$ cat config.mk
export PLATFORM = sky130hd
export DESIGN_NAME = bres_step3
export DESIGN_NICKNAME = d
export VERILOG_FILES = /design/src/rtl/bres_step3.sv
export SDC_FILE = /design/constraint.sdc
export NUM_CORES = 2
export LEC_CHECK = 0
export ABC_AREA = 1
export BUFFER_PORTS_ARGS = -buffer_cell sky130_fd_sc_hd__buf_4
export CAP_MARGIN = 40
export CORE_MARGIN = 4
export CORE_UTILIZATION = 35
export CTS_BUF_LIST = sky130_fd_sc_hd__clkbuf_4
export CTS_CLUSTER_SIZE = 25
export DETAILED_ROUTE_END_ITERATION = 16
export PLACE_DENSITY = 0.6
export SLEW_MARGIN = 40
export SYNTH_ARGS = -nofsm -noshare
export SYNTH_HDL_FRONTEND = slang
export SYNTH_SLANG_ARGS = --single-unit
$ cat constraint.sdc
create_clock -name clk -period 13.65 [get_ports clk]
set_input_delay 0.6825 -clock clk [delete_from_list [all_inputs] [get_ports clk]]
set_output_delay 0.6825 -clock clk [all_outputs]
set_load 0.1 [all_outputs]
$ cat src/rtl/bres_step3.sv
module bres_step3 #(
  parameter int SEG_DEPTH = 4,
  parameter int AXES      = 3,
  parameter int PW_W      = 8,
  localparam int REC_N    = SEG_DEPTH - 1,
  localparam int IW       = (REC_N > 1) ? $clog2(REC_N) : 1,
  localparam int CW       = 40
) (
  input  logic             clk,
  input  logic             rst_n,
  input  logic             rec_we,
  input  logic [IW-1:0]    rec_idx,
  input  logic [AXES-1:0]  rec_dir,
  input  logic [AXES*32-1:0] rec_steps,
  input  logic [31:0]      rec_events,
  input  logic             seg_valid,
  output logic             seg_ready,
  input  logic [15:0]      seg_nstep,
  input  logic [IW-1:0]    seg_idx,
  input  logic [15:0]      seg_period,
  input  logic [1:0]       seg_level,
  input  logic             seg_new,
  input  logic [PW_W-1:0]  pulse_width,
  output logic [AXES-1:0]  step_o,
  output logic [AXES-1:0]  dir_o,
  output logic             idle_o
);

  logic [AXES-1:0] r_dir [REC_N];
  logic [31:0]     r_st  [REC_N][AXES];
  logic [31:0]     r_ev  [REC_N];

  logic            active;
  logic [IW-1:0]   cur_idx;
  logic [1:0]      cur_lvl;
  logic [15:0]     per_q, tcnt;
  logic [18:0]     rem;
  logic [PW_W-1:0] pcnt;
  logic [CW-1:0]   cnt [AXES];
  logic [CW-1:0]   sum [AXES];
  logic [AXES-1:0] hit;
  logic [CW-1:0]   e_cur, e_new;
  logic [15:0]     per_new;
  logic            tick, last, load;

  assign e_cur   = {8'd0, r_ev[cur_idx]} << cur_lvl;
  assign e_new   = {8'd0, r_ev[seg_idx]} << seg_level;
  assign per_new = ((seg_period >> seg_level) == 16'd0) ? 16'd1 : (seg_period >> seg_level);
  assign tick    = active && (tcnt == per_q - 16'd1);
  assign last    = tick && (rem <= 19'd1);
  assign seg_ready = !active || last;
  assign load    = seg_valid && seg_ready;
  assign idle_o  = !active;

  always_ff @(posedge clk) begin
    if (rec_we && (int'(rec_idx) < REC_N)) begin
      r_dir[rec_idx] <= rec_dir;
      r_ev[rec_idx]  <= rec_events;
      for (int a = 0; a < AXES; a++) r_st[rec_idx][a] <= rec_steps[a*32 +: 32];
    end
  end

  always_ff @(posedge clk or negedge rst_n) begin
    if (!rst_n) begin
      active  <= 1'b0;
      cur_idx <= '0;
      cur_lvl <= '0;
      per_q   <= 16'd1;
      tcnt    <= '0;
      rem     <= '0;
      dir_o   <= '0;
    end else if (load) begin
      active  <= 1'b1;
      cur_idx <= seg_idx;
      cur_lvl <= seg_level;
      per_q   <= per_new;
      tcnt    <= '0;
      rem     <= {3'd0, seg_nstep} << seg_level;
      dir_o   <= r_dir[seg_idx];
    end else if (last) begin
      active  <= 1'b0;
      tcnt    <= '0;
      rem     <= '0;
    end else if (tick) begin
      tcnt    <= '0;
      rem     <= rem - 19'd1;
    end else if (active) begin
      tcnt    <= tcnt + 16'd1;
    end
  end

  for (genvar a = 0; a < AXES; a++) begin : g_axis
    assign sum[a] = cnt[a] + {8'd0, r_st[cur_idx][a]};
    assign hit[a] = sum[a] > e_cur;
    always_ff @(posedge clk or negedge rst_n) begin
      if (!rst_n)                cnt[a] <= '0;
      else if (load && seg_new)  cnt[a] <= e_new >> 1;
      else if (tick)             cnt[a] <= hit[a] ? sum[a] - e_cur : sum[a];
    end
  end

  always_ff @(posedge clk or negedge rst_n) begin
    if (!rst_n) begin
      step_o <= '0;
      pcnt   <= '0;
    end else if (tick && |hit) begin
      step_o <= hit;
      pcnt   <= (pulse_width == '0) ? PW_W'(1) : pulse_width;
    end else if (pcnt > PW_W'(1)) begin
      pcnt   <= pcnt - PW_W'(1);
    end else if (pcnt == PW_W'(1)) begin
      pcnt   <= '0;
      step_o <= '0;
    end
  end

  AST_STEP_RISE_ON_TICK: assert property (@(posedge clk) disable iff (!rst_n)
    (|(step_o & ~$past(step_o))) |-> $past(tick));
  AST_IDLE_NO_RISE: assert property (@(posedge clk) disable iff (!rst_n)
    $past(idle_o) |-> !(|(step_o & ~$past(step_o))));
  AST_DIR_ONLY_ON_LOAD: assert property (@(posedge clk) disable iff (!rst_n)
    (dir_o != $past(dir_o)) |-> $past(load));
  AST_READY_WHEN_IDLE: assert property (@(posedge clk) disable iff (!rst_n)
    idle_o |-> seg_ready);
  AST_TICKS_LEFT: assert property (@(posedge clk) disable iff (!rst_n)
    active |-> (rem != 19'd0));

endmodule

; ---- Yosys cells after proc, flatten, opt, wreduce, memory -nomap -nowiden
; Memory sizes are Yosys's and may differ from the RTL's. A register that Yosys moved wholly into a read port is not among the register bits.
; Cells that the tools add are included.
[classes]
n_addsub = 10
n_mul = 0
div_mod_pow = 0
magnitude_cmp = 6
eq_ne = 3
n_shift = 4
muxes = 28
bitwise_logic = 0
n_reduce_logical = 19
[ops]
columns = cell, n
row1 = $mux W40, 9
row2 = $add A40 B32 Y40, 3
row3 = $gt A40 B40 Y1, 3
row4 = $sub A40 B40 Y40, 3
row5 = $mux W16, 5
row6 = $shl A32 B2 Y40, 2
row7 = $mux W19, 3
row8 = $mux W8, 4
row9 = $le A19 B1 Y1 const B, 1
row10 = $shl A16 B2 Y19, 1
row11 = $sub A19 B1 Y19 const B, 1
row12 = $add A16 B1 Y16 const B, 1
row13 = $eq A16 B16 Y1, 1
row14 = $logic_not A16 Y1, 1
row15 = $shr A16 B2 Y16, 1
row16 = $sub A16 B1 Y16 const B, 1
row17 = $mux W3, 3
row18 = $eq A8 B1 Y1 const B, 1
row19 = $gt A8 B1 Y1 const B, 1
row20 = $logic_not A8 Y1, 1
row21 = $sub A8 B1 Y8 const B, 1
row22 = $logic_and A1 B1 Y1, 6
row23 = $reduce_bool A2 Y1, 3
row24 = $reduce_bool A3 Y1, 2
row25 = other kinds (8), 12
[totals]
regBits = 187
latchBits = 0
mem_bits_rw = 393
rom_bits = 0
inputBits = 182
out_inout_bits = 8
word_cells = 84
mem_count = 3
[memory_table]
columns = memory, depth, width, rd, rd_ports_with_merged_regs, write_ports, line
row1 = r_st, 3, 96, 1, 0, 1, 30  ; logic [31:0] r_st [REC_N][AXES];
row2 = r_ev, 3, 32, 2, 0, 1, 31  ; logic [31:0] r_ev [REC_N];
row3 = r_dir, 3, 3, 1, 1, 1, 29  ; logic [AXES-1:0] r_dir [REC_N];

; ---- Logic depth before layout (Yosys ltp)
[logic_depth]
word_depth = 8
ltp_mapped = 36
ltp_nobuf = 32

; ---- Least setup slack after synthesis
; No wires, ideal clock.
[synth_path]
kind = in2reg
from = input port rec_idx[1]
to = memory r_dir[0][0], enable pin
setup_ns = 0.784
arrival_ns = 9.721
t_required_ns = 12.866
slack_ns = 3.145
path_stages = 1
n_path_buf = 0
cell_sequence = nor3_1
[synth_between]
elab_chain_cells = 4
[synth_lines]
columns = item, line
row1 = "start, declared", 12  ; input logic [IW-1:0] rec_idx,
row2 = $lt A2 B2 Y1, 56  ; if (rec_we && (int'(rec_idx) < REC_N)) begin
row3 = $logic_and A1 B1 Y1, 56
row4 = $mux W1, 56
row5 = $mux W1 (not written as such), 57  ; r_dir[rec_idx] <= rec_dir;
row6 = "end, declared", 29
; Several ways; a longest one is shown, not always the timed one.

; ---- Worst setup path after layout
[layout_path]
from = register cur_idx[1]
to = register cnt[29] in the netlist's numbering
[layout_between]
elab_chain_cells = 6
word_cells_on_any_way = 9
classes_between = add/sub: 2 / order compare: 1 / shift: 1 / mux: 3 / memory: 2
[layout_lines]
columns = item, line
row1 = "start, declared", 34  ; logic [IW-1:0] cur_idx;
row2 = "start signal, assigned", 74  ; cur_idx <= seg_idx;
row3 = $mem_v2 Z3 W96 / $mem_v2 Z3 W32 (equally long branches), n/a
row4 = $add A40 B32 Y40 / $shl A32 B2 Y40 (equally long branches), "93, 46"
row5 = $sub A40 B40 Y40 / $gt A40 B40 Y1 (equally long branches), "98, 94"
row6 = $mux W40 * (2 in series), 98  ; else if (tick) cnt[a] <= hit[a] ? sum[a] - e_cur : sum[a];
row7 = $mux W40 *, 97  ; else if (load && seg_new) cnt[a] <= e_new >> 1;
row8 = "end signal, assigned by index", 97
row9 = "end signal, assigned by index", 98
row10 = "end, declared", 39  ; logic [CW-1:0] cnt [AXES];
; Every way passes the cells marked *; elsewhere a longest branch is shown, timed or not. The select of a mux whose other input is x is not followed.
; A chain may end at the register's enable or synchronous reset.

==> impl_metrics.ini <==
[floorplan]
coreArea_um2 = 118000
die_area_um2 = 124000
rows = 126
die_w_um = 352
die_h_um = 352
start_util = 0.352
ios = 190

[timing]
fmax_mhz = 134
drv_slew = 0
setup_viol = 0
finalCriticalPeriod_ps = 7480
rsz0062_at_grt = no
hold_violations = 0
finalCritPeriodShare = 0.548
slew_headroom = 0.412
worstMarginPinSlew_ps = 882
tns_ps = 0
setup_slack_ps = 6170
fin_skew_ps = 79.3

[finish]
drive_gt1_frac = 0.102
fin_nets = 6281
seqCellArea_um2 = 16600
multiInputGateArea_um2 = 22000
final_cell_mix = nand2_1, nor2_1, inv_1
stdcell_area_um2 = 48400
n_fill_cell = 12200
areaGrowthSynthToFinish_pct = 16.5
final_common_cell = nand2_1
utilization = 0.410

[synth]
synth_cell_type_count = 54
avgSynthCellArea_um2 = 7.55
synth_xor_xnor_area_share = 0.0521
synth-compound-area-share = 0.135
yosys.area_share.simple = 0.255
synth_top_family_by_area = simple AND/OR/NAND/NOR gates
netlist_area_um2 = 41500
ys.flop_type = edfxtp_1
ys_seq_area_frac = 0.399
synthesis.nets = 5893
synthMuxAreaShare = 0.0200
synthAdderAreaFrac = 0.0653
synth-edff-count = 393
synth-seq-cells = 583
synth_warnings = 0
synthCells = 5498
synth-async-reset-ratio = 0.326

[routing]
viasPerCell = 5.19
first_iter_violations = 3300
ant_nets = 0
totalWireLength_um = 150000
drtPass1Iterations = 8
drc = 0
num_vias = 39200
avgRoutedWirePerCell_um = 19.8

[worst_setup_path]
r2r_slack_ps = 6170
worst_setup_path_start_kind = flip-flop
end_kind = flip-flop
arrival_ps = 8420
max_stage_delay_ps = 610
critPathSlowestCell = dfrtp_4
path_class = reg2reg
rr_worst_depth = 29
cpMostUsedCell = nand2_1
cp.required_ps = 14590
path_max_fanout = 116

[run]
cap_violations = 0

[clock_network]
cts_buffer_depth = 3
tritoncts = yes
cts_made_buffers = 165
clock-root-buffer = clkbuf_4
clk_pin_slew_worst_paths_ps = 70
htreeDepth = 4
clock-sinks = 583
worstSkewPairLatency_ps = 1100

[run_status]
status = completed

[global_route]
grt_antenna_before_repair = 12
grt_pass1_wl_um = 226000
grt_max_degree = 117
grt-ovfl-total = 0
grt_use_total = 0.235
grt_pass1_vias = 38100

[placed_design]
place_ws_ps = 6320
place_congestion = 0.991
hpwl_um = 109000
io_buffers = 189
placement.cell_area_um2 = 44500

[min_path]
worstHoldPathCells = 5
hold_class = in2reg

[pwr]
p_leak_uw = 0.0229
ir_drop_mv = 0.0694
p_per_area_nw_per_um2 = 90.2
power_uw = 4370
[report_power, final]
| part | internal (uW) | switching, uW | total, uW |
|---|---|---|---|
| Clock | 855 | 797 | 1650 |
| Sequential | 1970 | 33.2 | 2000 |
| Combinational | 262 | 450 | 712 |
| Total | 3090 | 1280 | 4370 |
[worst max-delay path: cells and delay by family (launching register included)]
kind                       cells  cell delay, ps
AOI/OAI and AO/OA              5            1190
buffers and inverters          5            1850
xor gates and xnor gates       1             260
adders and majority gates      2             730
DFF                            1             610
and+or+nand+nor               16            2300
[final timing paths]
check                           start       end
hold / removal             seg_idx[1]  dir_o[0]
hold reg to reg              dir_o[1]  dir_o[1]
setup reg to reg           cur_idx[1]   cnt[29]
max in group asynchronous       rst_n  cnt[102]
setup / recovery           cur_idx[1]   cnt[29]
min in group asynchronous       rst_n  dir_o[2]
[Yosys cell counts, types with 14 or more instances]
| master | n | area, um^2 |
|---|---|---|
| buf_4 | 20 | 150 |
| o21ai_0 | 283 | 1420 |
| inv_1 | 546 | 2050 |
| buf_1 | 22 | 82.6 |
| nor3_1 | 23 | 115 |
| clkbuf_1 | 99 | 372 |
| a31oi_1 | 48 | 300 |
| a31o_2 | 14 | 123 |
| nand3_1 | 317 | 1590 |
| nor2_1 | 592 | 2220 |
| dfrtp_1 | 189 | 4730 |
| xor2_1 | 174 | 1520 |
| edfxtp_1 | 393 | 11800 |
| o21bai_1 | 27 | 203 |
| a21oi_1 | 522 | 2610 |
| nand3b_1 | 17 | 128 |
| o211ai_1 | 60 | 450 |
| xnor2_1 | 73 | 639 |
| buf_2 | 31 | 155 |
| ha_1 | 207 | 2590 |
| a21o_1 | 21 | 158 |
| nand2_1 | 1492 | 5600 |
| nand4_1 | 79 | 494 |
| mux2i_1 | 82 | 821 |
| inv_2 | 34 | 128 |
[registers in the layout, indices dropped and copies added, names as in the netlist, 8 cells and up]
signal,flops
r_ev,96
r_dir,9
per_q,16
tcnt,16
r_st,288
pcnt,8
rem,19
cnt,120
[repair_timing]
item                                   in CTS  in global routing
endpoints found under the hold margin     488                  0
setup buffers                               0                  0
hold buffers                              170                  0
resized for setup                           0                  0
[logic make-up after synthesis]
family,count (synthesis)
and+or+nand+nor,2584
AOI/OAI and AO/OA,1021
buffers and inverters,767
DFF,583
xor gates and xnor gates,247
adders and majority gates,213
muxes,83
[layout make-up]
type | instances | share of cell area
Antenna cell | 12 | 0.000620
Clock buffer | 242 | 0.0375
Tap cell | 1536 | 0.0397
Multi-Input combinational cell | 4148 | 0.455
Timing Repair Buffer | 403 | 0.0729
Inverter | 585 | 0.0455
Sequential cell | 583 | 0.342
Clock inverter | 59 | 0.00659
[through the flow]
| step | std cells | hold WS [ps] |
|---|---|---|
| 6_report | 7568 | 146 |
| 5_1_grt | 7565 | 76.5 |
| 2_1_floorplan | 5498 | 387 |
| 3_3_place_gp | 7084 | 476 |
| 3_5_place_dp | 7084 | 485 |
| 4_1_cts | 7555 | 6.18 |
[layer usage]
metal	vias up	track usage	wire (um)
met1	18400	0.306	65100
li1	19300	-	-
met4	4	0.0933	5720
met5	-	0	22
met3	254	0.0561	11600
met2	1312	0.376	67500
(Power assumes the default switching activity.)
